===== src/rtl/mis_pkg.sv =====
package mis_pkg;
    localparam int unsigned REG_W = 8;

    // Bit positions shared by the status and enable registers
    localparam int unsigned BIT_CLIP   = 7;
    localparam int unsigned BIT_SLEW   = 6;
    localparam int unsigned BIT_UNLOCK = 5;
    localparam int unsigned BIT_DLY    = 2;
    localparam int unsigned BIT_JACK   = 1;

    localparam logic [REG_W-1:0] IRQ_BITS =
        REG_W'(1 << BIT_CLIP) | REG_W'(1 << BIT_SLEW) |
        REG_W'(1 << BIT_UNLOCK) | REG_W'(1 << BIT_JACK);
    localparam logic [REG_W-1:0] EN_WMASK = IRQ_BITS | REG_W'(1 << BIT_DLY);

    typedef enum logic {
        IRQ_RELEASED = 1'b0,
        IRQ_ASSERTED = 1'b1
    } irq_state_e;
endpackage


===== src/rtl/mis_flag_bank.sv =====
module mis_flag_bank
    import mis_pkg::*;
(
    input  logic             clk_i,
    input  logic             rst_ni,
    input  logic [REG_W-1:0] evt_i,
    input  logic             clr_i,
    output logic [REG_W-1:0] flag_q_o,
    output logic [REG_W-1:0] flag_d_o
);
    for (genvar i = 0; i < REG_W; i++) begin : g_bit
        if (IRQ_BITS[i]) begin : g_live
            // a pulse in the clearing cycle wins over the clear
            assign flag_d_o[i] = evt_i[i] | (flag_q_o[i] & ~clr_i);
            always_ff @(posedge clk_i or negedge rst_ni) begin
                if (!rst_ni) flag_q_o[i] <= 1'b0;
                else         flag_q_o[i] <= flag_d_o[i];
            end
        end else begin : g_tied
            assign flag_d_o[i] = 1'b0;
            assign flag_q_o[i] = 1'b0;
        end
    end
endmodule


===== src/rtl/mis_regfile.sv =====
module mis_regfile
    import mis_pkg::*;
#(
    parameter int unsigned AW = 8,
    parameter logic [AW-1:0] ADDR_STAT = '0,
    parameter logic [AW-1:0] ADDR_EN   = AW'(4)
) (
    input  logic             clk_i,
    input  logic             rst_ni,
    input  logic             sel_i,
    input  logic             wr_i,
    input  logic             rd_i,
    input  logic [AW-1:0]    addr_i,
    input  logic [REG_W-1:0] wdata_i,
    input  logic [REG_W-1:0] flag_q_i,
    output logic [REG_W-1:0] rdata_o,
    output logic [REG_W-1:0] en_q_o,
    output logic [REG_W-1:0] en_d_o,
    output logic             stat_rd_o
);
    logic en_wr;

    assign en_wr     = sel_i & wr_i & (addr_i == ADDR_EN);
    assign stat_rd_o = sel_i & rd_i & (addr_i == ADDR_STAT);
    assign en_d_o    = en_wr ? (wdata_i & EN_WMASK) : en_q_o;

    always_ff @(posedge clk_i or negedge rst_ni) begin
        if (!rst_ni) en_q_o <= '0;
        else         en_q_o <= en_d_o;
    end

    always_comb begin
        rdata_o = '0;
        if (sel_i && rd_i) begin
            if (addr_i == ADDR_STAT)    rdata_o = flag_q_i;
            else if (addr_i == ADDR_EN) rdata_o = en_q_o;
        end
    end
endmodule


===== src/rtl/mis_irq_fsm.sv =====
module mis_irq_fsm
    import mis_pkg::*;
(
    input  logic clk_i,
    input  logic rst_ni,
    input  logic pend_nxt_i,
    input  logic stat_rd_i,
    output logic sink_o
);
    irq_state_e state_q, state_d;

    always_comb begin
        state_d = state_q;
        unique case (state_q)
            IRQ_RELEASED: if (pend_nxt_i) state_d = IRQ_ASSERTED;           // RAISE
            IRQ_ASSERTED: if (stat_rd_i)
                              state_d = pend_nxt_i ? IRQ_ASSERTED           // REARM
                                                   : IRQ_RELEASED;          // SERVICE
            default:      state_d = IRQ_RELEASED;
        endcase
    end

    always_ff @(posedge clk_i or negedge rst_ni) begin
        if (!rst_ni) state_q <= IRQ_RELEASED;
        else         state_q <= state_d;
    end

    always_comb begin
        sink_o = (state_q == IRQ_ASSERTED);
    end
endmodule


===== src/rtl/mis_irq_ctrl.sv =====
module mis_irq_ctrl
    import mis_pkg::*;
#(
    parameter int unsigned AW = 8,
    parameter logic [AW-1:0] ADDR_STAT = '0,
    parameter logic [AW-1:0] ADDR_EN   = AW'(4)
) (
    input  logic             clk_i,
    input  logic             rst_ni,
    input  logic             bus_sel_i,
    input  logic             bus_wr_i,
    input  logic             bus_rd_i,
    input  logic [AW-1:0]    bus_addr_i,
    input  logic [REG_W-1:0] bus_wdata_i,
    output logic [REG_W-1:0] bus_rdata_o,
    input  logic [REG_W-1:0] evt_i,
    output logic             irq_sink_o,
    output logic             sdo_dly_o
);
    logic [REG_W-1:0] flag_q, flag_d, en_q, en_d;
    logic             stat_rd, pend_nxt;

    mis_flag_bank u_flags (
        .clk_i    (clk_i),
        .rst_ni   (rst_ni),
        .evt_i    (evt_i),
        .clr_i    (stat_rd),
        .flag_q_o (flag_q),
        .flag_d_o (flag_d)
    );

    mis_regfile #(.AW(AW), .ADDR_STAT(ADDR_STAT), .ADDR_EN(ADDR_EN)) u_regs (
        .clk_i     (clk_i),
        .rst_ni    (rst_ni),
        .sel_i     (bus_sel_i),
        .wr_i      (bus_wr_i),
        .rd_i      (bus_rd_i),
        .addr_i    (bus_addr_i),
        .wdata_i   (bus_wdata_i),
        .flag_q_i  (flag_q),
        .rdata_o   (bus_rdata_o),
        .en_q_o    (en_q),
        .en_d_o    (en_d),
        .stat_rd_o (stat_rd)
    );

    assign pend_nxt = |(flag_d & en_d & IRQ_BITS);

    mis_irq_fsm u_fsm (
        .clk_i      (clk_i),
        .rst_ni     (rst_ni),
        .pend_nxt_i (pend_nxt),
        .stat_rd_i  (stat_rd),
        .sink_o     (irq_sink_o)
    );

    assign sdo_dly_o = en_q[BIT_DLY];
endmodule


===== config.mk =====
export PLATFORM = sky130hd
export DESIGN_NAME = mis_irq_ctrl
export DESIGN_NICKNAME = d
export VERILOG_FILES = /design/src/rtl/mis_pkg.sv /design/src/rtl/mis_flag_bank.sv /design/src/rtl/mis_regfile.sv /design/src/rtl/mis_irq_fsm.sv /design/src/rtl/mis_irq_ctrl.sv
export SDC_FILE = /design/constraint.sdc
export NUM_CORES = 1
export LEC_CHECK = 0
export BUFFER_PORTS_ARGS = -buffer_cell sky130_fd_sc_hd__clkbuf_2
export CAP_MARGIN = 40
export CORE_MARGIN = 2
export CORE_UTILIZATION = 49
export CTS_BUF_LIST = sky130_fd_sc_hd__clkbuf_8
export DETAILED_ROUTE_END_ITERATION = 6
export PLACE_DENSITY_LB_ADDON = 0.08
export SYNTH_ARGS = -nofsm -noshare
export SYNTH_HDL_FRONTEND = slang
export SYNTH_HIERARCHICAL = 1
export SYNTH_SLANG_ARGS = --single-unit

===== constraint.sdc =====
create_clock -name clk_i -period 2.4 [get_ports clk_i]
set_input_delay 0.12 -clock clk_i [delete_from_list [all_inputs] [get_ports clk_i]]
set_output_delay 0.12 -clock clk_i [all_outputs]
set_load 0.005 [all_outputs]

* After elaboration in Yosys (flattened, before gate mapping) *
Cells that the tools add are included.

storage, ports and cells
  register bits = 13
  input port bits = 29
  logic and storage cells = 32

operators by class
  equality and inequality tests = 1
  multiplexer cells = 7
  bitwise gates (word level) = 15
  reductions and logical operators = 3

operators by type and width
  kind                number
  $mux 8              4
  $and 1x1->1         8
  $and 8x8->8         1
  $eq 8x3->1 const B  1
  $logic_not 8->1     1
  $or 1x1->1          4
  $reduce_or 4->1     1
  $mux 1              2
  $not 1->1           2
  $pmux 1 s2          1
  $logic_and 1x1->1   1

* Logic depth before layout (Yosys ltp) *
Gate-level depths: netlist of run 1.

  word-level depth = 10
  gate-level depth with buffers = 7
  mapped depth without buffers = 7

* By module *
Netlist of run 1, hierarchy kept.

by module, submodules not included
  module         times used  cells each  area each (sq um)  sequential area each (sq um)
  mis_regfile    1           39          481.7              200.2
  mis_flag_bank  1           18          197.7              100.1
  mis_irq_fsm    1           3           36.3               25.0
  mis_irq_ctrl   1           3           18.8               0.0

* Least setup slack after synthesis of run 1 *
Ideal clock, no wire load.

  path type = input port to flip-flop
  start = input bus_addr_i[1]
  end = register u_fsm.state_q (netlist: u_fsm/sink_o)
  setup time = 0.118 ns
  data arrival time = 1.429 ns
  path slack = 0.852 ns
  cell stages on the path = 7
  cell sequence = nor4b_4 and4_1 buf_6 mux2_2 a22oi_1 nand2_1 a21o_1

between the ends
  elaborated cells on any way between the ends = 19
  classes of those cells = eq/ne: 1; mux: 4; bitwise: 12; reduce/logical: 2

RTL lines
  item                  line                                  RTL
  from (decl)           mis_irq_ctrl.sv:13                    input logic [AW-1:0] bus_addr_i,
  $eq 8x3->1 *          mis_regfile.sv:23                     assign en_wr = sel_i & wr_i & (addr_i == ADDR_EN);
  $and 1x1->1 *         mis_regfile.sv:23
  $mux 8 *              mis_regfile.sv:25                     assign en_d_o = en_wr ? (wdata_i & EN_WMASK) : en_q_o;
  net en_d[1]           mis_irq_ctrl.sv:20                    logic [REG_W-1:0] flag_q, flag_d, en_q, en_d;
  $and 8x8->8 *         mis_irq_ctrl.sv:47                    assign pend_nxt = |(flag_d & en_d & IRQ_BITS);
  $reduce_or 4->1 *     mis_irq_ctrl.sv:47
  net pend_nxt          mis_irq_ctrl.sv:21                    logic stat_rd, pend_nxt;
  $mux 1 *              mis_irq_fsm.sv:15, mis_irq_fsm.sv:17
  $mux 1                mis_irq_fsm.sv:16                     IRQ_ASSERTED: if (stat_rd_i)
  $pmux 1 s2 *          mis_irq_fsm.sv:14                     unique case (state_q)
  net u_fsm.state_d     mis_irq_fsm.sv:10                     irq_state_e state_q, state_d;
  to (signal assigned)  mis_irq_fsm.sv:25                     else state_q <= state_d;
  to (decl)             mis_irq_fsm.sv:10

Mark *: on every way through the listed nets, which the timed path passes. The rest lies on a longest branch.

* Worst setup path in the final report of run 1 *
  start = input bus_addr_i[5]
  end = register u_fsm.state_q (netlist: u_fsm/sink_o)

The elaborated chain is that of the path after synthesis.

==> results of run 1 <==
-- metal layers --
metal | vias to the layer above | wire [µm] | track usage (%)
met2 | 18 | 678 | 28.7
met5 | - | 0 | 0
li1 | 262 | - | -
met4 | 0 | 20 | 11.6
met1 | 248 | 536 | 18.7
met3 | 2 | 97 | 5.22
-- cell type report --
cell class / instances / area share, %
multi-input cells: 41 / 37.3
flip-flops and latches: 13 / 36.3
inverters: 2 / 0.838
repair buffers: 32 / 18.4
well taps: 15 / 2.09
clock inverters: 1 / 0.419
clock buffers: 3 / 4.61
-- critical path, delay by kind of cell --
| family | cells | cell delay [ns] |
|---|---|---|
| AO/OA/AOI/OAI | 2 | 0.33 |
| buffers and inverters | 1 | 0.10 |
| multiplexers | 1 | 0.39 |
| AND/OR/NAND/NOR | 3 | 0.81 |
-- worst max-delay path by stage --
stage | from | to
after floorplan | bus_addr_i[1] | u_fsm/sink_o
final | bus_addr_i[5] | u_fsm/sink_o
after CTS | bus_addr_i[5] | u_fsm/sink_o
after global placement | bus_addr_i[5] | u_fsm/sink_o
after detailed placement | bus_addr_i[5] | u_fsm/sink_o
after global routing | bus_addr_i[5] | u_fsm/sink_o
-- placed cells by master, fill, tap and decap left out --
| cell type | n |
|---|---|
| nand2_1 | 1 |
| clkbuf_2 | 31 |
| clkbuf_8 | 3 |
| and4_1 | 1 |
| dfrtp_1 | 13 |
| inv_1 | 2 |
| mux2i_1 | 8 |
| inv_2 | 1 |
| nor4b_4 | 1 |
| and4b_2 | 1 |
| a21o_1 | 5 |
| mux2_2 | 5 |
| conb_1 | 4 |
| nor4_4 | 1 |
| a22oi_1 | 2 |
| nand3_1 | 1 |
| and2b_2 | 3 |
| dlygate4sd3_1 | 1 |
| nor2_1 | 8 |
-- flip-flops by register name, indices dropped and copies added, names as in the netlist --
name and flops:
u_fsm/sink_o 1, u_flags/flag_q_o 4, u_regs/en_q_o 8
-- where the power goes --
group | internal (µW) | switching, µW | total [µW] | leakage, µW
Sequential | 226 | 3.78 | 230 | 0.000156
Combinational | 29.5 | 23.7 | 53.2 | 0.000291
Clock | 113 | 72.3 | 185 | 0.0000269
Total | 368 | 99.8 | 468 | 0.000474
-- stage by stage --
stage | utilization [%] | cells | power, µW | instance area (µm²)
after global placement | 63.8 | 102 | 284 | 841
after detailed placement | 63.8 | 102 | 286 | 841
after floorplan | - | 62 | 260 | 716
after global routing | 68.0 | 107 | 490 | 896
after CTS | 68.0 | 107 | 475 | 896
final | 68.0 | 107 | 468 | 896
-- timing repair --
item	CTS	global route
hold buffers	1	0
endpoints found under the setup margin	0	0
endpoints found under the hold margin	13	0
==> metrics.txt, run 1 <==
CTS max path bufs 2; Reg area 325 µm²; row count 13; Max Cap Viol 0; final hold violations 0; worst min path class in2reg; DRC viols 0; vias per std cell 4.95; leakage power about 0.00047 µW; YS warnings 6; critical hold path startpoint evt_i[1]; PwrDens ~520 nW/µm²; pin count of the biggest net entering global routing 14; clk_skew 0.00219 ns; Place WS around 0.50 ns; reg2reg start u_regs/en_q_o[6]; max incr delay on CP roughly 0.42 ns; cells after synthesis 59; CTS-repair resized insts 0; syn_area_per_cell roughly 12 µm²; CP max stage cell and4_1; CP Data Arrival Time 1.75 ns; run status finished, final reports clean; Worst R2R Setup Slack around 1.2 ns; cts bufs inserted 3; synthesized area 704 µm²; Root Buffer clkbuf_8; clk slew on worst S/H paths roughly 0.050 ns; final antenna-violating net count 0; # nets final 122; die area between 1500 and 2000 µm²; final cycle utilization of the critical path roughly 67%; CP max FO 8; Ant. Diodes 0; multi-input gate area in the final layout roughly 330 µm²; DP HPWL between 1000 and 1500 µm; Die Wd about 42 µm; WHS Endpoint u_flags/flag_q_o[1]; Final TNS setup 0 ns; Placeable Area around 1300 µm²; final setup vio count 0; Initial Util a little over half; startpoint types input pin; Critical Path End Type flip-flop; worst hold path depth 2; htree depth 1; Post-CTS Setup Bufs 0; Final min period 1.62 ns; initial antenna violation count 0; CTS tree yes; via count 530; gr usage total between 15 and 20%; number of DRC markers in iteration 0 6; WL per Instance approximately 12 µm; Port Buf Inserts 31; remaining global-route overflow 0; CP Cell Sequence clkbuf_2 -> nor4_4 -> and4_1 -> mux2_2 -> a22oi_1 -> nand2_1 -> a21o_1; IO Pins 39; worst hold slack roughly 0.08 ns; layout cells sized above 1 ~50%; Max Fclk 619 MHz; GP Congestion ~0.71; slack of the critical path a little under 0.8 ns; RSZ-0062 raised after global routing no; die height approximately 42 µm; Worst VDD drop around 0.56 mV; first-pass GRT wire length roughly 2200 µm; FILL cells between 100 and 150; worst-skew pair later-pin latency 0.24 ns; final WL 1330 µm; FF-to-FF path depth 4; Initial DRT Pass Iterations 3; vias in the first global route ~510; clk sink count 13; Max Slew Vio Count 0; CP required 2.53 ns; Crit Path Class in2reg; area grow syn2layout 27.2%; FF-to-FF End u_fsm/sink_o
(Power assumes the default switching activity.)
==> inputs of run 2 (changes only) <==
Settings changed: CORE_UTILIZATION 49 to 46.
Clock period 2.4 ns to 1.6 ns, I/O delays scaled along.
==> run 2 against run 1 <==
  * Register-to-register slack got worse by 0.80 ns
  * Setup slack worse by 0.64 ns
  * Sequential share of layout area fell by 1.3 points
  * Critical path type unchanged
  * Final cell count grew 4.7%
  * Utilization is 4.9 points lower
==> metrics.txt, run 2 (same netlist as run 1, synthesis figures left out) <==
row count 14 (+1); most frequent cells in the layout 31 x clkbuf_2, 13 x dfrtp_1, 8 x mux2i_1, 8 x nor2_1; layout cells sized above 1 53.1% (+3.1 points); initial antenna violation count 0 (unchanged); final cycle utilization of the critical path 91.0%; Initial DRT Pass Iterations 3 (unchanged); FF-to-FF path depth 4 (unchanged); Max Cap Viol 0 (unchanged); CTS tree yes; CTS max path bufs 2 (unchanged); Root Buffer clkbuf_8; die area 1860 µm² (+5.9%); number of DRC markers in iteration 0 2 (-4); final antenna-violating net count 0 (unchanged); leakage power 0.000495 µW (+4.4%); WL per Instance 12.4 µm (-0.67%); # nets final 126 (+3.3%); clk slew on worst S/H paths 0.06 ns (about the same); final hold violations 0 (unchanged); Max Fclk a little under 700 MHz; CP required 1.73 ns (-0.80 ns); Final TNS setup 0 ns (unchanged); WP depth 7 (unchanged); Final min period 1.46 ns; final setup vio count 0 (unchanged); Die Wd 43.1 µm (+2.9%); Max Slew Vio Count 0 (unchanged); htree depth 1 (unchanged); worst setup path end u_fsm/sink_o; RSZ-0062 raised after global routing no; CP Data Arrival Time 1.58 ns (-0.17 ns); Tot Pwr 713 µW (+52%); clk_skew 0.000481 ns (-0.00171 ns); via count 536 (+1.1%); PwrDens 768 nW/µm² (+47%); crit path buf inv count 1 (unchanged); area grow syn2layout 31.8%; cts bufs inserted 3 (unchanged); IO Pins 39 (unchanged); GP Congestion 0.703 (-1.3%); Placeable Area 1470 µm² (+12%); Worst VDD drop 0.641 mV (+15%); Placed Area 872 µm² (+3.7%); FILL cells 127 (+12%); Crit Path Class in2reg; max incr delay on CP 0.37 ns (-0.05 ns); worst-skew pair later-pin latency 0.24 ns (about the same); remaining global-route overflow 0 (unchanged); Worst Setup SP bus_addr_i[5]; final WL 1390 µm (+4.0%); startpoint types input pin; post-layout util 63.1% (-4.9 points); Ant. Diodes 0 (unchanged); final instance area 928 µm² (+3.6%); run status finished, final reports clean; FF-to-FF End u_fsm/sink_o; CP max stage cell mux2_2; clk sink count 13 (unchanged); commonest non-fill, non-tap cell in the layout clkbuf_2; CP top delay family simple AND/OR/NAND/NOR gates; first-pass GRT wire length 2220 µm (+0.32%); Most flops, register u_regs/en_q_o; vias in the first global route 518 (+1.4%); worst min path class in2reg; CP Cell Sequence clkbuf_2 -> nor4_4 -> and4_2 -> mux2_2 -> a22oi_1 -> nand2_1 -> a21o_1; vias per std cell 4.79 (-3.4%); Worst R2R Setup Slack 0.44 ns (-0.80 ns); max reg flops 8 (unchanged); Critical Path End Type flip-flop; CP max FO 5 (-3); Port Buf Inserts 31 (unchanged); reg2reg start u_regs/en_q_o[1]; Initial Util 47.9% (-5.6 points); gr usage total 16.4% (-0.93 points); DRC viols 0 (unchanged); die height 43.1 µm (+2.9%); pin count of the biggest net entering global routing 14 (unchanged)
run 2: cell count changes in the layout (fill, tap and decap cells not counted):
cell    before  now
and4_1       1    0
and4_2       0    1
buf_4        0    4
run 2: worst min-delay path by stage:
stage | endpoint | slack (ns) | cells after the start | from
3_5_place_dp | u_regs/en_q_o[1] | -0.006 | 1 | rst_ni
3_3_place_gp | u_flags/flag_q_o[1] | -0.01 | 1 | rst_ni
5_1_grt | u_flags/flag_q_o[6] | 0.05 | 2 | evt_i[6]
2_1_floorplan | u_flags/flag_q_o[1] | -0.22 | 0 | rst_ni
6_report | u_flags/flag_q_o[5] | 0.04 | 2 | evt_i[5]
4_1_cts | u_flags/flag_q_o[5] | 0.04 | 2 | evt_i[5]
run 2: layout make-up:
| cell class | instances | area [µm²] | share of cell area [%] |
|---|---|---|---|
| sequential | 13 | 325 | 35.0 |
| clock buffer | 3 | 41.3 | 4.45 |
| timing repair buffer | 36 | 195 | 21.0 |
| clock inverter | 1 | 3.75 | 0.404 |
| multi-input combinational | 41 | 335 | 36.1 |
| tap | 16 | 20.0 | 2.16 |
| inverter | 2 | 7.51 | 0.809 |
run 2: power breakdown:
part | internal (µW) | leakage [µW] | total, µW | switching [µW]
Combinational | 47.4 | 0.000312 | 85.4 | 38.0
Sequential | 339 | 0.000156 | 345 | 5.88
Clock | 169 | 0.0000269 | 283 | 114
run 2: what timing repair did:
item | 4_1_cts | 5_1_grt
resized for setup | 0 | 1
setup endpoints to repair | 0 | 1
hold endpoints to repair | 13 | 0
setup buffers | 0 | 0
hold buffers | 1 | 0
run 2: metal layers:
metal | global-route usage (%) | routed length [µm] | vias up | part of all wire [%]
li1 | - | - | 272 | -
met1 | 19.4 | 569 | 251 | 41
met2 | 29.3 | 758 | 13 | 55
met3 | 4.26 | 58 | 0 | 4.2
met4 | 3.64 | 0 | 0 | 0
met5 | 0 | 0 | - | 0
run 2: metrics by stage:
| step | hold WS [ns] | worst slack, ns | instances |
|---|---|---|---|
| CTS | 0.0446 | 0.0876 | 112 |
| detailed placement | -0.00647 | -0.155 | 107 |
| floorplan | -0.216 | 0.0925 | 62 |
| global route | 0.0480 | 0.0352 | 112 |
| finish | 0.0439 | 0.143 | 112 |
| global placement | -0.0101 | -0.0862 | 107 |
run 2: worst register-to-register path, cell delays in order, from the launching register on:
cell and delay [ns]:
dfrtp_1 0.37, mux2_2 0.28, a22oi_1 0.18, nand2_1 0.07, a21o_1 0.15
